## src/rtl/sclk_gen_pkg.sv

```systemverilog
package sclk_gen_pkg;
  // Half lengths: the sclk level during a half is active ^ cpol.
  // A high level lasts hi ticks, a low level lasts lo ticks.
  function automatic logic [7:0] half_len(input logic cpol, input logic active,
                                          input logic [7:0] hi, input logic [7:0] lo);
    return (active ^ cpol) ? hi : lo;
  endfunction
endpackage

```

## src/rtl/sclk_prescaler.sv

```systemverilog
module sclk_prescaler #(
  parameter int SCALE_W = 4
) (
  input  logic               clk,
  input  logic               rst_n,
  input  logic               run,
  input  logic [SCALE_W-1:0] scale,
  output logic               tick
);
  localparam int CNT_W = (1 << SCALE_W) - 1;

  logic [CNT_W-1:0] cnt;
  logic [CNT_W-1:0] mask;

  // 2^scale - 1. At the top scale the shift wraps to zero and the
  // subtraction gives all ones, which is the right limit.
  assign mask = (CNT_W'(1) << scale) - CNT_W'(1);
  assign tick = run && (cnt == mask);

  always_ff @(posedge clk or negedge rst_n) begin
    if (!rst_n)       cnt <= '0;
    else if (!run)    cnt <= '0;
    else if (tick)    cnt <= '0;
    else              cnt <= cnt + CNT_W'(1);
  end
endmodule

```

## src/rtl/sclk_sequencer.sv

```systemverilog
module sclk_sequencer
  import sclk_gen_pkg::*;
#(
  parameter int SCALE_W = 4,
  parameter int LEN_W   = 8,
  parameter int PAIR_W  = 8
) (
  input  logic               clk,
  input  logic               rst_n,
  input  logic               start,
  input  logic               stop,
  input  logic               tick,
  input  logic               cpol,
  input  logic [SCALE_W-1:0] scale,
  input  logic [LEN_W-1:0]   hi,
  input  logic [LEN_W-1:0]   lo,
  input  logic [PAIR_W-1:0]  pairs,
  output logic               busy,
  output logic               active,
  output logic               cpol_q,
  output logic [SCALE_W-1:0] scale_q,
  output logic               lead_q,
  output logic               trail_q
);
  logic [LEN_W-1:0]  cnt;
  logic [LEN_W-1:0]  len;
  logic [PAIR_W-1:0] left;
  logic              boundary;

  assign boundary = tick && ({1'b0, cnt} + (LEN_W+1)'(1) == {1'b0, len});

  always_ff @(posedge clk or negedge rst_n) begin
    if (!rst_n) begin
      busy    <= 1'b0;
      active  <= 1'b0;
      cnt     <= '0;
      len     <= '0;
      left    <= '0;
      cpol_q  <= 1'b0;
      scale_q <= '0;
      lead_q  <= 1'b0;
      trail_q <= 1'b0;
    end else begin
      lead_q  <= 1'b0;
      trail_q <= 1'b0;
      if (!busy) begin
        active <= 1'b0;
        if (start && (pairs != '0)) begin
          busy    <= 1'b1;
          cnt     <= '0;
          len     <= half_len(cpol, 1'b0, hi, lo);
          left    <= pairs;
          cpol_q  <= cpol;
          scale_q <= scale;
        end
      end else if (stop) begin
        busy   <= 1'b0;
        active <= 1'b0;
      end else if (boundary) begin
        cnt     <= '0;
        active  <= !active;
        len     <= half_len(cpol_q, !active, hi, lo);
        scale_q <= scale;
        if (!active) begin
          lead_q <= 1'b1;
        end else begin
          trail_q <= 1'b1;
          if (left == PAIR_W'(1)) busy <= 1'b0;
          else                    left <= left - PAIR_W'(1);
        end
      end else if (tick) begin
        cnt <= cnt + LEN_W'(1);
      end
    end
  end
endmodule

```

## src/rtl/sclk_gen.sv

```systemverilog
module sclk_gen #(
  parameter int SCALE_W = 4,
  parameter int LEN_W   = 8,
  parameter int PAIR_W  = 8
) (
  input  logic               clk,
  input  logic               rst_n,
  input  logic               enable,
  input  logic               cpol,
  input  logic               cpha,
  input  logic [SCALE_W-1:0] scale,
  input  logic [LEN_W-1:0]   hi_len,
  input  logic [LEN_W-1:0]   lo_len,
  input  logic               req_valid,
  output logic               req_ready,
  input  logic [PAIR_W-1:0]  req_pairs,
  output logic               sclk,
  output logic               lead_stb,
  output logic               trail_stb,
  output logic               sample_stb,
  output logic               busy
);
  logic               cfg_ok;
  logic               accept;
  logic               tick;
  logic               active;
  logic               cpol_q;
  logic               cpha_q;
  logic [SCALE_W-1:0] scale_q;
  logic               rise;
  logic               fall;

  assign cfg_ok    = enable && (hi_len != '0) && (lo_len != '0);
  assign req_ready = !busy && cfg_ok;
  assign accept    = req_valid && req_ready;

  sclk_prescaler #(.SCALE_W(SCALE_W)) u_pre (
    .clk   (clk),
    .rst_n (rst_n),
    .run   (busy),
    .scale (scale_q),
    .tick  (tick)
  );

  sclk_sequencer #(.SCALE_W(SCALE_W), .LEN_W(LEN_W), .PAIR_W(PAIR_W)) u_seq (
    .clk     (clk),
    .rst_n   (rst_n),
    .start   (accept),
    .stop    (!cfg_ok),
    .tick    (tick),
    .cpol    (cpol),
    .scale   (scale),
    .hi      (hi_len),
    .lo      (lo_len),
    .pairs   (req_pairs),
    .busy    (busy),
    .active  (active),
    .cpol_q  (cpol_q),
    .scale_q (scale_q),
    .lead_q  (lead_stb),
    .trail_q (trail_stb)
  );

  always_ff @(posedge clk or negedge rst_n) begin
    if (!rst_n)      cpha_q <= 1'b0;
    else if (accept) cpha_q <= cpha;
  end

  // Leading edge rises when the clock idles low.
  assign rise       = cpol_q ? trail_stb : lead_stb;
  assign fall       = cpol_q ? lead_stb  : trail_stb;
  assign sample_stb = cpha_q ? fall : rise;
  assign sclk       = busy ? (active ^ cpol_q) : cpol;
endmodule

```

## config.mk

```make
export PLATFORM = sky130hd
export DESIGN_NAME = sclk_gen
export DESIGN_NICKNAME = d
export VERILOG_FILES = /design/src/rtl/sclk_gen_pkg.sv /design/src/rtl/sclk_prescaler.sv /design/src/rtl/sclk_sequencer.sv /design/src/rtl/sclk_gen.sv
export SDC_FILE = /design/constraint.sdc
export NUM_CORES = 1
export LEC_CHECK = 0
export BUFFER_PORTS_ARGS = -buffer_cell sky130_fd_sc_hd__buf_2
export CORE_MARGIN = 2
export CORE_UTILIZATION = 59
export DETAILED_ROUTE_END_ITERATION = 12
export PLACE_DENSITY = 0.8
export SLEW_MARGIN = 20
export SYNTH_ARGS = -nofsm -noshare
export SYNTH_HDL_FRONTEND = slang
export SYNTH_SLANG_ARGS = --single-unit
```

## constraint.sdc

```tcl
create_clock -name clk -period 4 [get_ports clk]
set_input_delay 1 -clock clk [delete_from_list [all_inputs] [get_ports clk]]
set_output_delay 1 -clock clk [all_outputs]
set_load 0.05 [all_outputs]
```

==> metrics.md, run 1 <==
| Metric | Value |
|---|---|
| Final hold violation count | 0 |
| Top post-synthesis cells by count | dfrtp_1, nor2_1, nand2_1 |
| Hold path endpoint | u_seq.len[1] |
| Top sig layer | met4 |
| Cell taking the most area after synthesis | dfrtp_1 |
| Pre-antenna DRT Iters | 4 |
| DRT antenna net count | 0 |
| Gate Count Post-Synth | around 380 |
| Reg power frac | 42.7% |
| Net Count, Synth | 415 |
| Setup Crit Path Kind | flop to flop |
| FP Rows | 27 |
| Setup crit end kind | flop |
| Worst setup SP type | flop |
| Synth top area share | between 30% and 40% |
| I/O Buffers | 39 |
| R2r startpoint | u_seq.scale_q[3] |
| Antenna cells | 0 |
| Pre-CTS setup slack | ~280 ps |
| Total track usage | between 20% and 30% |
| Post-synth ARST share | 100% |
| P_int | 0.986 mW |
| Congestion Overflow GR | 0 |
| Worst Skew | between 10 and 15 ps |
| Worst IR Drop VDD | approximately 0.23 mV |
| First-pass GRT wire length | between 10 and 15 mm |
| Count of warnings emitted by yosys | 0 |
| #FFs+latches synth | ~50 |
| Pleak | 1.62 nW |
| Layout area overhead | 10.3% |
| Largest net degree at the start of global routing | 50 |
| Clock power share | around 25% |
| Final Setup Violations | 0 |
| Initial core utilization | about 60% |
| TritonCTS buffer count | 5 |
| TNS Setup | 0 ps |
| Drc violations | 0 |
| Arrival @ worst endpoint | 3770 ps |
| Die extent in y | approximately 80 µm |
| Tmin final | between 3000 and 4000 ps |
| DPL Wire Length | around 5.5 mm |
| Root buffer cell | clkbuf_8 |
| Critical Path RT | approximately 4200 ps |
| Cell area power density | approximately 400 nW/µm² |
| Fin nets | between 400 and 500 |
| Vias in the first global route | between 2k and 3k |
| WL/cell | about 16 µm |
| Worst r2r dst | u_seq.len[5] |
| H-tree levels | 2 |
| EDFF count, synth | 0 |
| RSZ-0062 raised after global routing | false |
| CORE AREA | ~5500 µm² |
| Min-delay worst type | flop to flop |
| HP Start | u_seq.len[1] |
| Rel. slew slack | between 50 and 60% |
| Via count | between 2k and 3k |
| Logic pwr share | 32.3% |
| Clk sink count | 49 |
| Via-per-instance ratio | ~6 |
| Fraction of layout cells with a size suffix above 1 | 21.3% |
| DRT Wirelength | between 7 and 8 mm |
| Hold path depth | 1 |
| DRT iter0 DRCs | approximately 190 |
| Unique masters post-synth | 56 |
| Total net switching power | a little under 0.5 mW |
| Syn Area/Cell | about 9 µm² |
| Clk buf depth | 2 |
| Final Max Slew Viols | 0 |
| Die area | 6340 µm² |
| Synthesized area | approximately 3400 µm² |
| PnR worst setup slack | approximately 420 ps |
| Worst-Margin Slew | between 700 and 800 ps |
| GPL Wtd Cong | about 0.9 |
| Fmax | 0.279 GHz |
| Outcome | completed |
| CTS tree | built |
| Met1 wire length | between 3 and 4 mm |
| Crit Path Max Fanout | 12 |
| Post-CTS setup buffers | 0 |
| Sequential area share after synthesis | a little over a third |
| Met2 routed WL | ~3.7 mm |
| Switching part of the total power | approximately a third |
| FF-to-FF setup slack | between 400 and 500 ps |
| Crit path from | u_seq.scale_q[3] |
| Met3 WL | between 400 and 500 µm |
| Die W | between 70 and 80 µm |
| Top post-synthesis cells by area | dfrtp_1, mux2_2, mux2_4 |
| Worst-Skew Late Latency | between 300 and 400 ps |
| Fin crit share | between 80% and 90% |
| Path depth of the worst reg2reg path | 10 |
| Primary FF master, synth | dfrtp_1 |
| Initial antenna violation count | 0 |
| Clock transition at the registers of the reported paths | ~80 ps |
| Ports | 40 |
| Max_cap viols | 0 |
| Most common cell in the netlist | dfrtp_1 |
## routing by layer
layer | up-vias | global-route usage [%]
met5 | - | 0
met2 | 106 | 43.7
met4 | 0 | 8.10
li1 | 1424 | -
met3 | 4 | 4.98
met1 | 1428 | 34.8
## critical path, cell delays in order (launching register included)
cell and delay [ps]:
dfrtp_1 390, or4_4 550, ha_1 250, buf_4 170, xnor2_1 200, a21o_1 150, or3b_2 430, or4_1 620
nor2_8 210, a21boi_4 160, mux2_4 340
## per-stage QoR
step | total power, mW | instances | util [%] | hold slack (ps) | cell area [µm²]
after floorplan | 0.991 | 376 | - | 492 | 3370
after global placement | 1.09 | 472 | 65.3 | 513 | 3590
after detailed placement | 1.11 | 472 | 65.3 | 517 | 3590
after CTS | 1.47 | 480 | 67.4 | 535 | 3710
after global routing | 1.57 | 480 | 67.6 | 554 | 3720
final | 1.48 | 480 | 67.6 | 533 | 3720
## placed cells by master, fill, tap and decap left out, types with 7 or more instances in the layout
cell type / netlist / layout
dfrtp_1: 49 / 49
nor2_1: 39 / 39
buf_2: 4 / 38
nand2_1: 28 / 28
nand3_1: 24 / 24
a21oi_1: 20 / 20
nor4_1: 16 / 16
xnor2_1: 15 / 15
mux2_2: 15 / 15
o21ai_0: 13 / 13
inv_1: 11 / 11
xor2_1: 11 / 11
nand4_1: 10 / 10
mux2_4: 10 / 10
nor3_1: 8 / 8
a21o_1: 8 / 8
buf_4: 0 / 8
and3_1: 7 / 7
mux2i_1: 7 / 7
## repair_timing
action                                  4_1_cts  5_1_grt
resized for setup                             0        1
endpoints found under the setup margin        0        2
hold buffers                                  0        0
## power by group through the flow
stage / registers, mW / clock network [mW] / logic (mW)
after detailed placement: 0.636 / 0 / 0.470
after CTS: 0.627 / 0.375 / 0.473
after global routing: 0.640 / 0.396 / 0.529
after global placement: 0.631 / 0 / 0.457
after floorplan: 0.618 / 0 / 0.373
final: 0.630 / 0.369 / 0.477
## sequential cells by signal, summed over array words and instances, names as in the netlist
signal	flops
cpha_q	1
u_pre.cnt	15
u_seq.active	1
u_seq.busy	1
u_seq.cnt	8
u_seq.cpol_q	1
u_seq.lead_q	1
u_seq.left	8
u_seq.len	8
u_seq.scale_q	4
u_seq.trail_q	1
## cell families after synthesis
family / after synthesis / synth area share, %
simple gates: 160 / 24.6
compound gates: 71 / 14.2
flops: 49 / 36.4
buf+inv: 33 / 4.71
mux: 32 / 11.5
xor+xnor: 26 / 6.75
fa+ha+maj: 5 / 1.85
## final cells by class
| class | count | area [µm²] |
|---|---|---|
| timing repair buffer | 46 | 250 |
| fill | 440 | 1790 |
| sequential | 49 | 1230 |
| clock inverter | 1 | 30.0 |
| inverter | 11 | 41.3 |
| tap | 72 | 90.1 |
| multi-input combinational | 294 | 2000 |
| clock buffer | 7 | 86.3 |
## worst max-delay path by stage
stage	cells after the start	to	slack, ps
2_1_floorplan	14	u_seq.len[2]	450
3_3_place_gp	10	u_seq.len[0]	370
3_5_place_dp	10	u_seq.len[0]	280
4_1_cts	10	u_seq.len[0]	250
5_1_grt	11	u_seq.len[0]	220
6_report	10	u_seq.len[5]	420
Power figures use the tool's default switching activity.
==> run 2: changes to the inputs <==
==> constraint.sdc (replaced) <==
create_clock -name clk -period 4 [get_ports clk]
set_input_delay 0.4 -clock clk [delete_from_list [all_inputs] [get_ports clk]]
set_output_delay 0.4 -clock clk [all_outputs]
set_load 0.05 [all_outputs]
==> run 2 against run 1 <==
- setup slack worse by 210 ps
- cell area about the same
- non-clock buffer count down 1
- cell count down 0.21%
- core utilization about the same
- die area stayed put
- largest power group unchanged
- critical endpoint is now u_seq.len[0]
- clock power rose by 14%
- total power is 3.2% higher
- hold slack worse by 440 ps
- first-iteration DRC count shrank 1.6%
==> metrics.md, run 2 (synthesized netlist as in run 1, its figures left out) <==
| Metric | Value |
|---|---|
| WL/cell | 15.7 µm (-1.0%) |
| Clock transition at the registers of the reported paths | 100 ps (+20 ps) |
| Largest net degree at the start of global routing | 50 (unchanged) |
| Die extent in y | 79.6 µm (unchanged) |
| Initial core utilization | 61.3% (unchanged) |
| M1 GR Usage | 35.0% (+0.25 points) |
| Crit path from | u_seq.scale_q[3] |
| I/O Buffers | 39 (unchanged) |
| Final Setup Violations | 0 (unchanged) |
| Layout area overhead | 10.3% (about the same) |
| Via count | 3009 (+1.6%) |
| First-pass GRT wire length | 13.3 mm (+1.3%) |
| CTS tree | built |
| GPL Wtd Cong | 0.918 (about the same) |
| Congestion Overflow GR | 0 (unchanged) |
| Root buffer cell | clkbuf_8 |
| CP bufs+invs | 0 (-1) |
| Post-CTS setup buffers | 0 (unchanged) |
| H-tree levels | 2 (unchanged) |
| TritonCTS buffer count | 5 (unchanged) |
| Max incr delay on CP | 720 ps (+100 ps) |
| WP depth | 10 (unchanged) |
| Setup Crit Path Kind | flop to flop |
| DPL Wire Length | 5.54 mm (+0.22%) |
| CP Capture Point | u_seq.len[0] |
| Clk sink count | 49 (unchanged) |
| Pre-CTS setup slack | 247 ps (-29.7 ps) |
| Worst-Skew Late Latency | 300 ps (about the same) |
| Clk buf depth | 2 (unchanged) |
| Rel. slew slack | 37.6% (-14 points) |
| M3 GR Usage | 4.07% (-0.90 points) |
| Critical Path, Cell by Cell | or4_4, ha_1, or3_1, a211oi_1, nor3_1, nand4_1, or4_1, nor2_8, a21boi_2, mux2_2 |
| Arrival @ worst endpoint | 3990 ps (+220 ps) |
| Crit path max-delay family | simple AND/OR/NAND/NOR gates |
| PnR worst setup slack | 202 ps (-214 ps) |
| Die area | 6340 µm² (unchanged) |
| Worst-Margin Slew | 930 ps (+224 ps) |
| Ports | 40 (unchanged) |
| Vias in the first global route | 2905 (+2.3%) |
| DRT iter0 DRCs | 186 (-1.6%) |
| Tmin final | 3800 ps (+214 ps) |
| Total track usage | 25.9% (-0.38 points) |
| TNS Setup | 0 ps (unchanged) |
| Die W | 79.6 µm (unchanged) |
| Fraction of layout cells with a size suffix above 1 | 21.4% (+0.052 points) |
| Initial antenna violation count | 0 (unchanged) |
| Most frequent cells in the layout | dfrtp_1, nor2_1, buf_2 |
| Final hold violation count | 0 (unchanged) |
| Max_cap viols | 0 (unchanged) |
| Min-delay worst type | input port to async pin |
| Met2 usage | 43.2% (-0.50 points) |
| Worst Skew | 8.86 ps (-5.94 ps) |
| Layer with the highest usage | met2 |
| Fmax | 0.263 GHz (-5.6%) |
| Critical Path RT | 4190 ps (about the same) |
| Antenna cells | 0 (unchanged) |
| CORE AREA | 5510 µm² (unchanged) |
| Largest register by flop count | u_pre.cnt |
| Crit Path Max Fanout | 12 (unchanged) |
| Placed cell area | 3590 µm² (-0.21%) |
| Finished Cell Area | 3720 µm² (about the same) |
| Max reg flops | 15 (unchanged) |
| Post-CTS Resized | 0 (unchanged) |
| FF-to-FF setup slack | 200 ps (-210 ps) |
| Final Max Slew Viols | 0 (unchanged) |
| Worst IR Drop VDD | 0.287 mV (+26%) |
| Pre-antenna DRT Iters | 4 (unchanged) |
| DRT Wirelength | 7.52 mm (-1.2%) |
| Outcome | completed |
| Via-per-instance ratio | 6.28 (+1.8%) |
| R2r startpoint | u_seq.scale_q[3] |
| Pleak | 1.62 nW (-0.16%) |
| Worst setup SP type | flop |
| Path depth of the worst reg2reg path | 10 (unchanged) |
| DRT antenna net count | 0 (unchanged) |
| Slowest-stage cell, CP | a21boi_2 |
| Drc violations | 0 (unchanged) |
| Worst r2r dst | u_seq.len[0] |
| Hold bufs inserted after CTS | 0 (unchanged) |
| Fin nets | 445 (-0.22%) |
| Setup crit end kind | flop |
| Cell area power density | 409 nW/µm² (+3.1%) |
| Fin crit share | 94.9% (+5.4 points) |
| FP Rows | 27 (unchanged) |
| Commonest non-fill, non-tap cell in the layout | dfrtp_1 |
| RSZ-0062 raised after global routing | false |
## run 2: changes by cell type in the layout (fill, tap and decap cells not counted)
cell       before  now
a21boi_2        0    1
a21boi_4        1    0
buf_4           8    7
bufinv_16       1    2
clkbuf_1        1    0
clkbuf_8        6    5
clkinv_2        0    1
## run 2: per-stage QoR
stage	utilization, %	hold WS, ps	std cells	power [mW]
finish	67.6	96.7	479	1.52
global route	67.6	135	479	1.61
CTS	67.6	319	479	1.53
detailed placement	65.1	516	471	1.11
global placement	65.1	512	471	1.09
floorplan	-	104	376	0.991
## run 2: worst min-delay path by stage
stage                  from            end  depth (start not counted)
6_report              rst_n   u_seq.active                          1
5_1_grt               rst_n  u_seq.left[4]                          1
4_1_cts                cpha         cpha_q                          2
3_5_place_dp   u_seq.len[3]   u_seq.len[3]                          1
3_3_place_gp   u_seq.len[1]   u_seq.len[1]                          1
2_1_floorplan         rst_n         cpha_q                          0
## run 2: final cells by class
type,count,area (µm²)
Tap cell,72,90.1
Multi-Input combinational cell,294,1990
Clock buffer,5,68.8
Inverter,11,41.3
Clock inverter,3,65.1
Fill cell,439,1780
Sequential cell,49,1230
Timing Repair Buffer,45,243
## run 2: layer usage
layer	up-vias	part of all wire (%)
met5	-	0
met4	0	1.6
met2	120	47
li1	1418	-
met1	1456	45
met3	15	5.6
## run 2: power by group
group          internal, mW  leakage [nW]  switching (mW)
sequential            0.560         0.633          0.0673
combinational         0.221         0.917           0.254
clock                 0.248        0.0681           0.172
==> run 3: changes to the inputs <==
- CORE_MARGIN: 2 -> unset
==> run 3 against run 2 <==
- hold slack better by 5.7 ps
- first-iteration DRC count is 35% higher
- cell count down 0.21%
- largest cell class unchanged
- clock-buffer cell count increased by 2
- cell area fell by 0.87%
- non-clock buffer count fell by 1
- total power shrank 6.8%
- largest power group unchanged
- via count decreased by 2.1%
- clock skew decreased by 2.1 ps
==> metrics.md, run 3 (synthesized netlist as in run 1, its figures left out) <==
| Metric | Value |
|---|---|
| Outcome | completed |
| Pleak | 1.61 nW (-0.64%) |
| Via-per-instance ratio | 6.17 (-1.9%) |
| DPL Wire Length | 5.32 mm (-4.0%) |
| Vias in the first global route | 2710 (-6.7%) |
| WHS | 102 ps (+5.74 ps) |
| FP Rows | 27 (unchanged) |
| Worst IR Drop VDD | 0.197 mV (-31%) |
| GPL Wtd Cong | 0.928 (+1.1%) |
| Slowest-stage cell, CP | or4_1 |
| RSZ-0062 raised after global routing | false |
| Top sig layer | met4 |
| Via count | 2947 (-2.1%) |
| Hold bufs inserted after CTS | 0 (unchanged) |
| Final Max Slew Viols | 0 (unchanged) |
| Final Setup Violations | 0 (unchanged) |
| Rel. slew slack | 50.6% (+13 points) |
| Max reg flops | 15 (unchanged) |
| Clk sink count | 49 (unchanged) |
| Largest register by flop count | u_pre.cnt |
| Logic pwr share | 33.2% (+2.0 points) |
| Clk buf depth | 2 (unchanged) |
| H-tree levels | 2 (unchanged) |
| WL/cell | 15.4 µm (-1.9%) |
| Ports | 40 (unchanged) |
| Critical Path RT | 4190 ps (about the same) |
| Commonest non-fill, non-tap cell in the layout | dfrtp_1 |
| R2r startpoint | u_seq.scale_q[3] |
| TNS Setup | 0 ps (unchanged) |
| Reg power frac | 44.3% (+3.1 points) |
| Critical Path, Cell by Cell | or4_4, ha_1, or2_2, a211o_1, nand3_1, nand4_1, or4_1, nor2_8, a21boi_4, mux2_4 |
| CORE AREA | 5510 µm² (unchanged) |
| Total net switching power | 0.483 mW (-1.9%) |
| Pre-CTS setup slack | 211 ps (-35.3 ps) |
| TritonCTS buffer count | 5 (unchanged) |
| Setup crit end kind | flop |
| DRT Wirelength | 7.36 mm (-2.1%) |
| Crit Path Max Fanout | 12 (unchanged) |
| Total track usage | 26.9% (+1.0 points) |
| Most frequent cells in the layout | dfrtp_1, nor2_1, buf_2 |
| Worst-Skew Late Latency | 300 ps (about the same) |
| Max incr delay on CP | 740 ps (+20 ps) |
| Max_cap viols | 0 (unchanged) |
| Antenna cells | 0 (unchanged) |
| Fraction of layout cells with a size suffix above 1 | 21.2% (-0.19 points) |
| Initial core utilization | 61.3% (unchanged) |
| Setup Crit Path Kind | flop to flop |
| Congestion Overflow GR | 0 (unchanged) |
| I/O Buffers | 39 (unchanged) |
| Design Power | 1.42 mW (-6.8%) |
| Arrival @ worst endpoint | 3830 ps (-160 ps) |
| Tmin final | 3650 ps (-149 ps) |
| Pre-antenna DRT Iters | 5 (+1) |
| Initial antenna violation count | 0 (unchanged) |
| Worst-Margin Slew | 721 ps (-210 ps) |
| PnR worst setup slack | 351 ps (+149 ps) |
| Fin nets | 444 (-0.22%) |
| Min-delay worst type | input port to async pin |
| Die W | 77.6 µm (-2.5%) |
| Largest net degree at the start of global routing | 50 (unchanged) |
| Clock transition at the registers of the reported paths | 90 ps (about the same) |
| Die extent in y | 77.6 µm (-2.5%) |
| First-pass GRT wire length | 12.9 mm (-2.8%) |
| Switching part of the total power | 34.1% (+1.7 points) |
| Met1 wire length | 3.37 mm (-1.5%) |
| DRT antenna net count | 0 (unchanged) |
| P_int | 0.935 mW (-9.2%) |
| Die area | 6020 µm² (-5.0%) |
| Root buffer cell | clkbuf_8 |
| Met2 routed WL | 3.45 mm (-3.0%) |
| Fin crit share | 91.2% (-3.7 points) |
| Fmax | 0.274 GHz (+4.1%) |
| Clock power share | 22.5% (-5.1 points) |
| Worst setup SP type | flop |
| DRT iter0 DRCs | 252 (+35%) |
| CP bufs+invs | 0 (unchanged) |
| CTS tree | built |
| Crit path from | u_seq.scale_q[3] |
| Crit path max-delay family | simple AND/OR/NAND/NOR gates |
| Met3 WL | 427 µm (+1.2%) |
| Drc violations | 0 (unchanged) |
| Worst Skew | 6.72 ps (-2.14 ps) |
| Layout area overhead | 9.38% |
| Cell area power density | 384 nW/µm² (-6.0%) |
| Final hold violation count | 0 (unchanged) |
run 3: cell types whose count changed in the layout (fill, tap and decap cells not counted):
cell,before,now
bufinv_16,2,0
clkbuf_8,5,7
a21boi_2,1,0
a21boi_4,0,1
buf_4,7,6
run 3: metrics by stage:
stage	util, %	instances	cell area (µm²)
global route	67.0	478	3690
global placement	65.0	470	3580
CTS	66.8	478	3680
floorplan	-	376	3370
detailed placement	65.0	470	3580
finish	67.0	478	3690
run 3: cell type report:
class	instances	area [µm²]
Multi-Input combinational cell	294	2000
Clock buffer	7	96.3
Fill cell	451	1820
Tap cell	72	90.1
Timing Repair Buffer	44	235
Inverter	11	41.3
Sequential cell	49	1230
Clock inverter	1	5.00
run 3: worst paths after layout:
check | endpoint | slack (ps) | depth (start not counted)
min in group clk | cpha_q | 330 | 2
max in group asynchronous | u_seq.len[3] | 3470 | 1
max | u_seq.len[5] | 350 | 10
min | u_pre.cnt[9] | 100 | 1
max reg2reg | u_seq.len[5] | 350 | 10
min reg2reg | u_seq.len[1] | 540 | 1
run 3: per-layer routing:
layer,GRT usage [%],up-vias
li1,-,1415
met3,4.59,15
met2,42.4,130
met5,0,-
met4,8.87,0
met1,37.7,1387
run 3: timing repair:
action | 4_1_cts | 5_1_grt
gates resized for setup | 0 | 1
endpoints found under the setup margin | 0 | 2
buffers inserted | 0 | 0
run 3: power by group through the flow:
stage	Clock (mW)	Combinational, mW	Sequential [mW]
after global routing	0.350	0.522	0.636
after detailed placement	0	0.465	0.635
after CTS	0.329	0.469	0.626
after floorplan	0	0.373	0.618
after global placement	0	0.454	0.631
final	0.319	0.471	0.629
